`config.mk`:
```
export PLATFORM = sky130hd
export DESIGN_NAME = lsm_seq
export DESIGN_NICKNAME = d
export VERILOG_FILES = /design/src/rtl/lsm_pkg.sv /design/src/rtl/lsm_list_decode.sv /design/src/rtl/lsm_reg_select.sv /design/src/rtl/lsm_addr_gen.sv /design/src/rtl/lsm_seq.sv
export SDC_FILE = /design/constraint.sdc
export NUM_CORES = 1
export LEC_CHECK = 0
export CORE_AREA = 2 2 136 138
export CTS_BUF_LIST = sky130_fd_sc_hd__clkbuf_4
export DETAILED_ROUTE_END_ITERATION = 10
export DIE_AREA = 0 0 138 140
export DONT_BUFFER_PORTS = 1
export PLACE_DENSITY_LB_ADDON = 0.08
export SYNTH_ARGS = -nofsm -noshare
export SYNTH_HDL_FRONTEND = slang
export SYNTH_SLANG_ARGS = --single-unit
```
`constraint.sdc`:
```
create_clock -name clk -period 4.35 [get_ports clk]
set_input_delay 0.435 -clock clk [delete_from_list [all_inputs] [get_ports clk]]
set_output_delay 0.435 -clock clk [all_outputs]
set_load 0.01 [all_outputs]
```
`src/rtl/lsm_pkg.sv`:
```
package lsm_pkg;
  localparam int REG_W     = 5;
  localparam int TABLE_LEN = 9;
  localparam int COUNT_W   = 4;
  localparam int STEP_W    = $clog2(TABLE_LEN + 2);
  localparam logic [REG_W-1:0] LINK_REG = 5'd31;

  typedef enum logic [1:0] {
    ST_IDLE = 2'd0,
    ST_PREP = 2'd1,
    ST_WAIT = 2'd2
  } seq_state_t;

  // Fixed transfer table: 16..23, then 30.
  function automatic logic [REG_W-1:0] table_reg(input int pos);
    if (pos < 8) return REG_W'(16 + pos);
    return REG_W'(30);
  endfunction
endpackage

```
`src/rtl/lsm_list_decode.sv`:
```
module lsm_list_decode
  import lsm_pkg::*;
#(
  parameter int LIST_W = 5
) (
  input  logic [LIST_W-1:0] list_field,
  output logic [STEP_W-1:0] tbl_cnt,
  output logic              link_flag,
  output logic [STEP_W-1:0] total
);
  logic [COUNT_W-1:0] raw_cnt;
  logic               cnt_ok;

  assign raw_cnt   = list_field[COUNT_W-1:0];
  assign link_flag = list_field[COUNT_W];
  assign cnt_ok    = (raw_cnt != '0) && (32'(raw_cnt) <= TABLE_LEN);

  always_comb begin
    tbl_cnt = cnt_ok ? STEP_W'(raw_cnt) : '0;
    total   = tbl_cnt + STEP_W'(link_flag);
  end
endmodule

```
`src/rtl/lsm_reg_select.sv`:
```
module lsm_reg_select
  import lsm_pkg::*;
(
  input  logic [STEP_W-1:0] step,
  input  logic [STEP_W-1:0] tbl_cnt,
  output logic [REG_W-1:0]  reg_idx
);
  localparam int LUT_N = 2 ** STEP_W;

  logic [REG_W-1:0] lut [LUT_N];

  for (genvar g = 0; g < LUT_N; g++) begin : g_lut
    if (g < TABLE_LEN) begin : g_tbl
      assign lut[g] = table_reg(g);
    end else begin : g_pad
      assign lut[g] = LINK_REG;
    end
  end

  assign reg_idx = (step < tbl_cnt) ? lut[step] : LINK_REG;
endmodule

```
`src/rtl/lsm_addr_gen.sv`:
```
module lsm_addr_gen #(
  parameter int ADDR_W = 32
) (
  input  logic              clk,
  input  logic              rst,
  input  logic              load,
  input  logic [ADDR_W-1:0] base,
  input  logic              advance,
  input  logic              dword,
  output logic [ADDR_W-1:0] addr
);
  logic [ADDR_W-1:0] stride;

  assign stride = dword ? ADDR_W'(8) : ADDR_W'(4);

  always_ff @(posedge clk) begin
    if (rst)          addr <= '0;
    else if (load)    addr <= base;
    else if (advance) addr <= addr + stride;
  end
endmodule

```
`src/rtl/lsm_seq.sv`:
```
module lsm_seq
  import lsm_pkg::*;
#(
  parameter int ADDR_W = 32,
  parameter int DATA_W = 64,
  parameter int WORD_W = 32,
  parameter int LIST_W = 5
) (
  input  logic              clk,
  input  logic              rst,
  input  logic              start,
  input  logic [LIST_W-1:0] list_field,
  input  logic [ADDR_W-1:0] base_addr,
  input  logic              is_store,
  input  logic              dword,
  output logic              busy,
  output logic              done,
  output logic [REG_W-1:0]  rf_rd_idx,
  input  logic [DATA_W-1:0] rf_rd_data,
  output logic              rf_wr_en,
  output logic [REG_W-1:0]  rf_wr_idx,
  output logic [DATA_W-1:0] rf_wr_data,
  output logic              mem_req,
  input  logic              mem_ack,
  output logic              mem_we,
  output logic              mem_dword,
  output logic [ADDR_W-1:0] mem_addr,
  output logic [DATA_W-1:0] mem_wdata,
  input  logic [DATA_W-1:0] mem_rdata
);
  localparam int EXT_W = DATA_W - WORD_W;

  seq_state_t        state;
  logic [STEP_W-1:0] step;
  logic [STEP_W-1:0] tbl_q;
  logic [STEP_W-1:0] total_q;

  logic [STEP_W-1:0] dec_tbl;
  logic [STEP_W-1:0] dec_total;
  logic              dec_link;
  logic [STEP_W-1:0] sel_step;
  logic [STEP_W-1:0] sel_cnt;
  logic [REG_W-1:0]  sel_reg;
  logic              accept;
  logic              handshake;
  logic              last_xfer;
  logic [DATA_W-1:0] store_val;
  logic [DATA_W-1:0] load_val;

  lsm_list_decode #(.LIST_W(LIST_W)) u_dec (
    .list_field (list_field),
    .tbl_cnt    (dec_tbl),
    .link_flag  (dec_link),
    .total      (dec_total)
  );

  assign sel_step = (state == ST_IDLE) ? '0 : step + 1'b1;
  assign sel_cnt  = (state == ST_IDLE) ? dec_tbl : tbl_q;

  lsm_reg_select u_sel (
    .step    (sel_step),
    .tbl_cnt (sel_cnt),
    .reg_idx (sel_reg)
  );

  assign accept    = (state == ST_IDLE) && start && (dec_total != '0);
  assign handshake = (state == ST_WAIT) && mem_ack;
  assign last_xfer = ((step + 1'b1) == total_q);

  lsm_addr_gen #(.ADDR_W(ADDR_W)) u_addr (
    .clk     (clk),
    .rst     (rst),
    .load    (accept),
    .base    (base_addr),
    .advance (handshake),
    .dword   (mem_dword),
    .addr    (mem_addr)
  );

  assign store_val = mem_dword ? rf_rd_data
                               : {{EXT_W{1'b0}}, rf_rd_data[WORD_W-1:0]};
  assign load_val  = mem_dword ? mem_rdata
                               : {{EXT_W{mem_rdata[WORD_W-1]}}, mem_rdata[WORD_W-1:0]};

  always_ff @(posedge clk) begin
    if (rst) begin
      state      <= ST_IDLE;
      step       <= '0;
      tbl_q      <= '0;
      total_q    <= '0;
      busy       <= 1'b0;
      done       <= 1'b0;
      rf_rd_idx  <= '0;
      rf_wr_en   <= 1'b0;
      rf_wr_idx  <= '0;
      rf_wr_data <= '0;
      mem_req    <= 1'b0;
      mem_we     <= 1'b0;
      mem_dword  <= 1'b0;
      mem_wdata  <= '0;
    end else begin
      done     <= 1'b0;
      rf_wr_en <= 1'b0;
      case (state)
        ST_IDLE: begin
          if (start) begin
            if (dec_total == '0) begin
              done <= 1'b1;
            end else begin
              busy      <= 1'b1;
              state     <= ST_PREP;
              step      <= '0;
              tbl_q     <= dec_tbl;
              total_q   <= dec_total;
              mem_we    <= is_store;
              mem_dword <= dword;
              rf_rd_idx <= sel_reg;
            end
          end
        end
        ST_PREP: begin
          mem_req   <= 1'b1;
          mem_wdata <= store_val;
          state     <= ST_WAIT;
        end
        ST_WAIT: begin
          if (mem_ack) begin
            mem_req <= 1'b0;
            if (!mem_we) begin
              rf_wr_en   <= 1'b1;
              rf_wr_idx  <= rf_rd_idx;
              rf_wr_data <= load_val;
            end
            if (last_xfer) begin
              state <= ST_IDLE;
              busy  <= 1'b0;
              done  <= 1'b1;
            end else begin
              step      <= step + 1'b1;
              rf_rd_idx <= sel_reg;
              state     <= ST_PREP;
            end
          end
        end
        default: state <= ST_IDLE;
      endcase
    end
  end
endmodule

```
==> flow_summary.toml <==
[worst_setup_path]
required_ps = 4850
cpPeakStageDelay_ps = 820
worst_setup_path_endpoint = "u_addr.addr[9]$_SDFFE_PP0P_"
timing.critical_path.slowest_stage_cell = "sky130_fd_sc_hd__o21ai_2"
reg2reg_to = "rf_wr_data[5]$_SDFFE_PP0P_"
setup.worst_path.start_class = "primary input"
worstPathMaxFanout = 20
cp_data_arrival_time_ps = 3640
regToRegStartpoint = "state[0]$_SDFFE_PP0P_"
register_to_register_setup_slack_ps = 1470
reg2regPathDepth = 7
start_to_end_type_of_the_worst_setup_path = "in -> reg"
critical_path.endpoint_type = "flop"
startpoint = "list_field[3]"
crit_path_cell_trace = "dlygate4sd3_1 > nor2b_1 > ha_1 > or4_1 > o21ai_2 > buf_4 > nor2_1 > a211oi_1"

[grt]
via_count_of_the_first_global_routing_pass = 7355
grt_antenna_before_repair = 3
grt_overflow = 0
grt_start_max_net_pins = 188
grt.total_usage_pct = 25.0
grt_pass1_wl_mm = 39.2

[power]
switch_pwr_w = 0.00111
internal_power_w = 0.00235
clock_power_share_pct = 28.9
p_leak_nw = 3.26
gate_power_share_pct = 13.9
peakVddDrop_mv = 0.163
seq_power_share_pct = 57.2
power_per_cell_area_nw_per_um2 = 360
switching_share_of_power_pct = 32.1

[clock_tree]
cts_max_level = 4
cts_inserted_buffers = 17
cts.path.max_buffers = 2
cts_tree = "done"
worst_skew_pair.late_latency_ps = 590
clk_root_buffer_cell = "sky130_fd_sc_hd__clkbuf_4"
clkTransAtPathRegs_ps = 170
cts.sink_count = 190

[layout]
final_layout_size_suffix_gt1_share_pct = 6.20
area_growth_syn_to_layout_pct = 20.6
fillers = 1576
final_nets = 1231
final-instance-count-excl-fill = 1296

[yosys]
netlist_area_um2 = 7960
yosys.cell_types.count = 72
synth.ff_latch_count = 190
synth_cells = 974
avgSynthCellArea_um2 = 8.18
proportion_of_register_bits_with_asynchronous_set_or_reset_after_synthesis_pct = 0
synth_warnings = 0
yosysSeqAreaShare_pct = 47.8
net_count_synth = 1154
post_synth_edffs = 0
yosys_most_used_dff = "sky130_fd_sc_hd__dfxtp_1"

[status]
run_status = "finished clean"

[timing]
grt_setup_unrepaired = "no"
totalNegativeSetupSlack_ps = 0
period_utilisation_layout_pct = 72.3
maximum_operating_frequency_mhz = 318
timing_max_transition_violations_final = 0
final.min_clock_period_ps = 3150
count_of_endpoints_failing_setup_in_the_final_report = 0
max_slew.worst_pin.slew_ps = 1220
timing.slew.headroom_pct = 18.5
final-hold-violation-count = 0
clock_skew_ps = 22.1

[route]
post_drt_wl_per_cell_um = 19.5
drcViolationCount = 0
first_pass_iters = 5
post_drt_via_cell_ratio = 5.74
antenna_viol_nets_final = 0
finalWirelength_mm = 25.2
dr_total_vias = 7434
drt-initial-drc-count = 374

[floorplanning]
die_h_um = 140
placement_rows = 49
die_area_um2 = 19300
die_w_um = 138
floorplan.initialDensity_pct = 44.8
coreArea_um2 = 17800
design.portCount = 347

[min_path]
holdCritPathClass = "in -> reg"

[placement]
final_weighted_congestion_in_routability_driven_placement = 0.899
dp.final_hpwl_mm = 16.6
post-place-cells = 1134
port_buffers = 0

[run]
cap_violations = 0
## layout make-up
class | instances | area [µm²] | area share [%]
well taps | 229 | 287 | 2.98
flip-flops and latches | 190 | 3800 | 39.6
diodes | 3 | 7.51 | 0.0781
repair buffers | 137 | 1360 | 14.2
inverters | 16 | 60.1 | 0.625
clock inverters | 15 | 169 | 1.76
multi-input cells | 689 | 3790 | 39.4
clock buffers | 17 | 128 | 1.33
## synthesized netlist by cell type, drive strengths merged (8+ instances only)
master	count	area share (%)
a21oi	129	8.2
a211oi	44	4.2
xnor2	10	1.1
nand3	44	2.8
clkbuf	61	2.9
buf	18	1.3
nor2	66	3.1
nand4	11	0.86
ha	8	1.3
inv	16	0.75
xor2	11	1.3
nand2	211	9.9
o21ai	14	0.97
nor3	41	2.6
dfxtp	190	48
and3	8	0.63
## state kept, by name, indices dropped and copies added (netlist names)
name and cells:
state 2, rf_wr_en 1, mem_wdata 64, mem_we 1, tbl_q 4, step 4, rf_wr_idx 5, rf_rd_idx 5
busy 1, mem_dword 1, rf_wr_data 64, mem_req 1, done 1, u_addr.addr 32, total_q 4
## routing by layer
metal  GRT usage, %  routed length [µm]  vias up
met3           8.92                2370       70
met2           42.3               12200      364
met1           28.2                9630     3458
met5              0                   0        -
li1               -                   -     3542
met4           12.3                1010        0
## cell usage in the layout, fill, tap and decap left out, drive strengths merged, types with 8 or more instances in the layout
cell type / n
a211oi: 44
ha: 8
a21oi: 129
o21ai: 14
inv: 24
nand2: 211
nor3: 41
nand4: 11
and3: 8
nor2: 66
buf: 11
nand3: 44
dlygate4sd3: 126
xnor2: 10
dfxtp: 190
clkbuf: 17
xor2: 11
## how the worst min path moves through the flow
| stage | startpoint | endpoint | slack, ps | cells after the start |
|---|---|---|---|---|
| after detailed placement | tbl_q[1]$_SDFFE_PP0P_ | tbl_q[1]$_SDFFE_PP0P_ | 450 | 2 |
| after global placement | tbl_q[1]$_SDFFE_PP0P_ | tbl_q[1]$_SDFFE_PP0P_ | 440 | 2 |
| final | mem_rdata[46] | rf_wr_data[46]$_SDFFE_PP0P_ | 40 | 2 |
| after floorplan | total_q[3]$_SDFFE_PP0P_ | total_q[3]$_SDFFE_PP0P_ | 430 | 2 |
| after CTS | mem_rdata[58] | rf_wr_data[58]$_SDFFE_PP0P_ | 0.1 | 2 |
| after global routing | mem_rdata[41] | rf_wr_data[41]$_SDFFE_PP0P_ | 6 | 2 |
## repair_timing
action / 4_1_cts / 5_1_grt
hold buffers: 126 / 1
resized for setup: 0 / 0
setup buffers: 0 / 0
hold endpoints to repair: 188 / 1
## worst max-delay path, delay by kind of cell
family / cells / cell delay [ps]
AOI/OAI and AO/OA: 2 / 1050
and+or+nand+nor: 3 / 1000
buffers and inverters: 2 / 850
adders and majority gates: 1 / 290
## logic make-up after synthesis
| family | count (synthesis) | share of synthesized area, % |
|---|---|---|
| mux | 4 | 0.503 |
| compound gates | 231 | 18.5 |
| flops | 190 | 47.8 |
| xor+xnor | 22 | 2.69 |
| fa+ha+maj | 9 | 1.51 |
| simple gates | 423 | 24.1 |
| buf+inv | 95 | 4.96 |
## through the flow
stage | area [µm²] | total power, W | util (%) | setup slack (ps) | hold WS (ps)
after floorplan | 7960 | 0.00229 | - | 1400 | 432
after global placement | 8010 | 0.00235 | 45.1 | 1100 | 442
after detailed placement | 8010 | 0.00237 | 45.1 | 926 | 446
after CTS | 9590 | 0.00348 | 53.9 | 1340 | 0.124
after global routing | 9600 | 0.00362 | 54.0 | 1150 | 6.08
final | 9610 | 0.00346 | 54.0 | 1200 | 40.2
## power groups by stage
stage	combinational, W	sequential [W]	clock, W
finish	0.000481	0.00198	0.00100
CTS	0.000477	0.00198	0.00103
global route	0.000533	0.00199	0.00109
detailed placement	0.000354	0.00201	0
global placement	0.000338	0.00201	0
floorplan	0.000320	0.00197	0
Note: power is estimated with default switching activity, not from simulation.
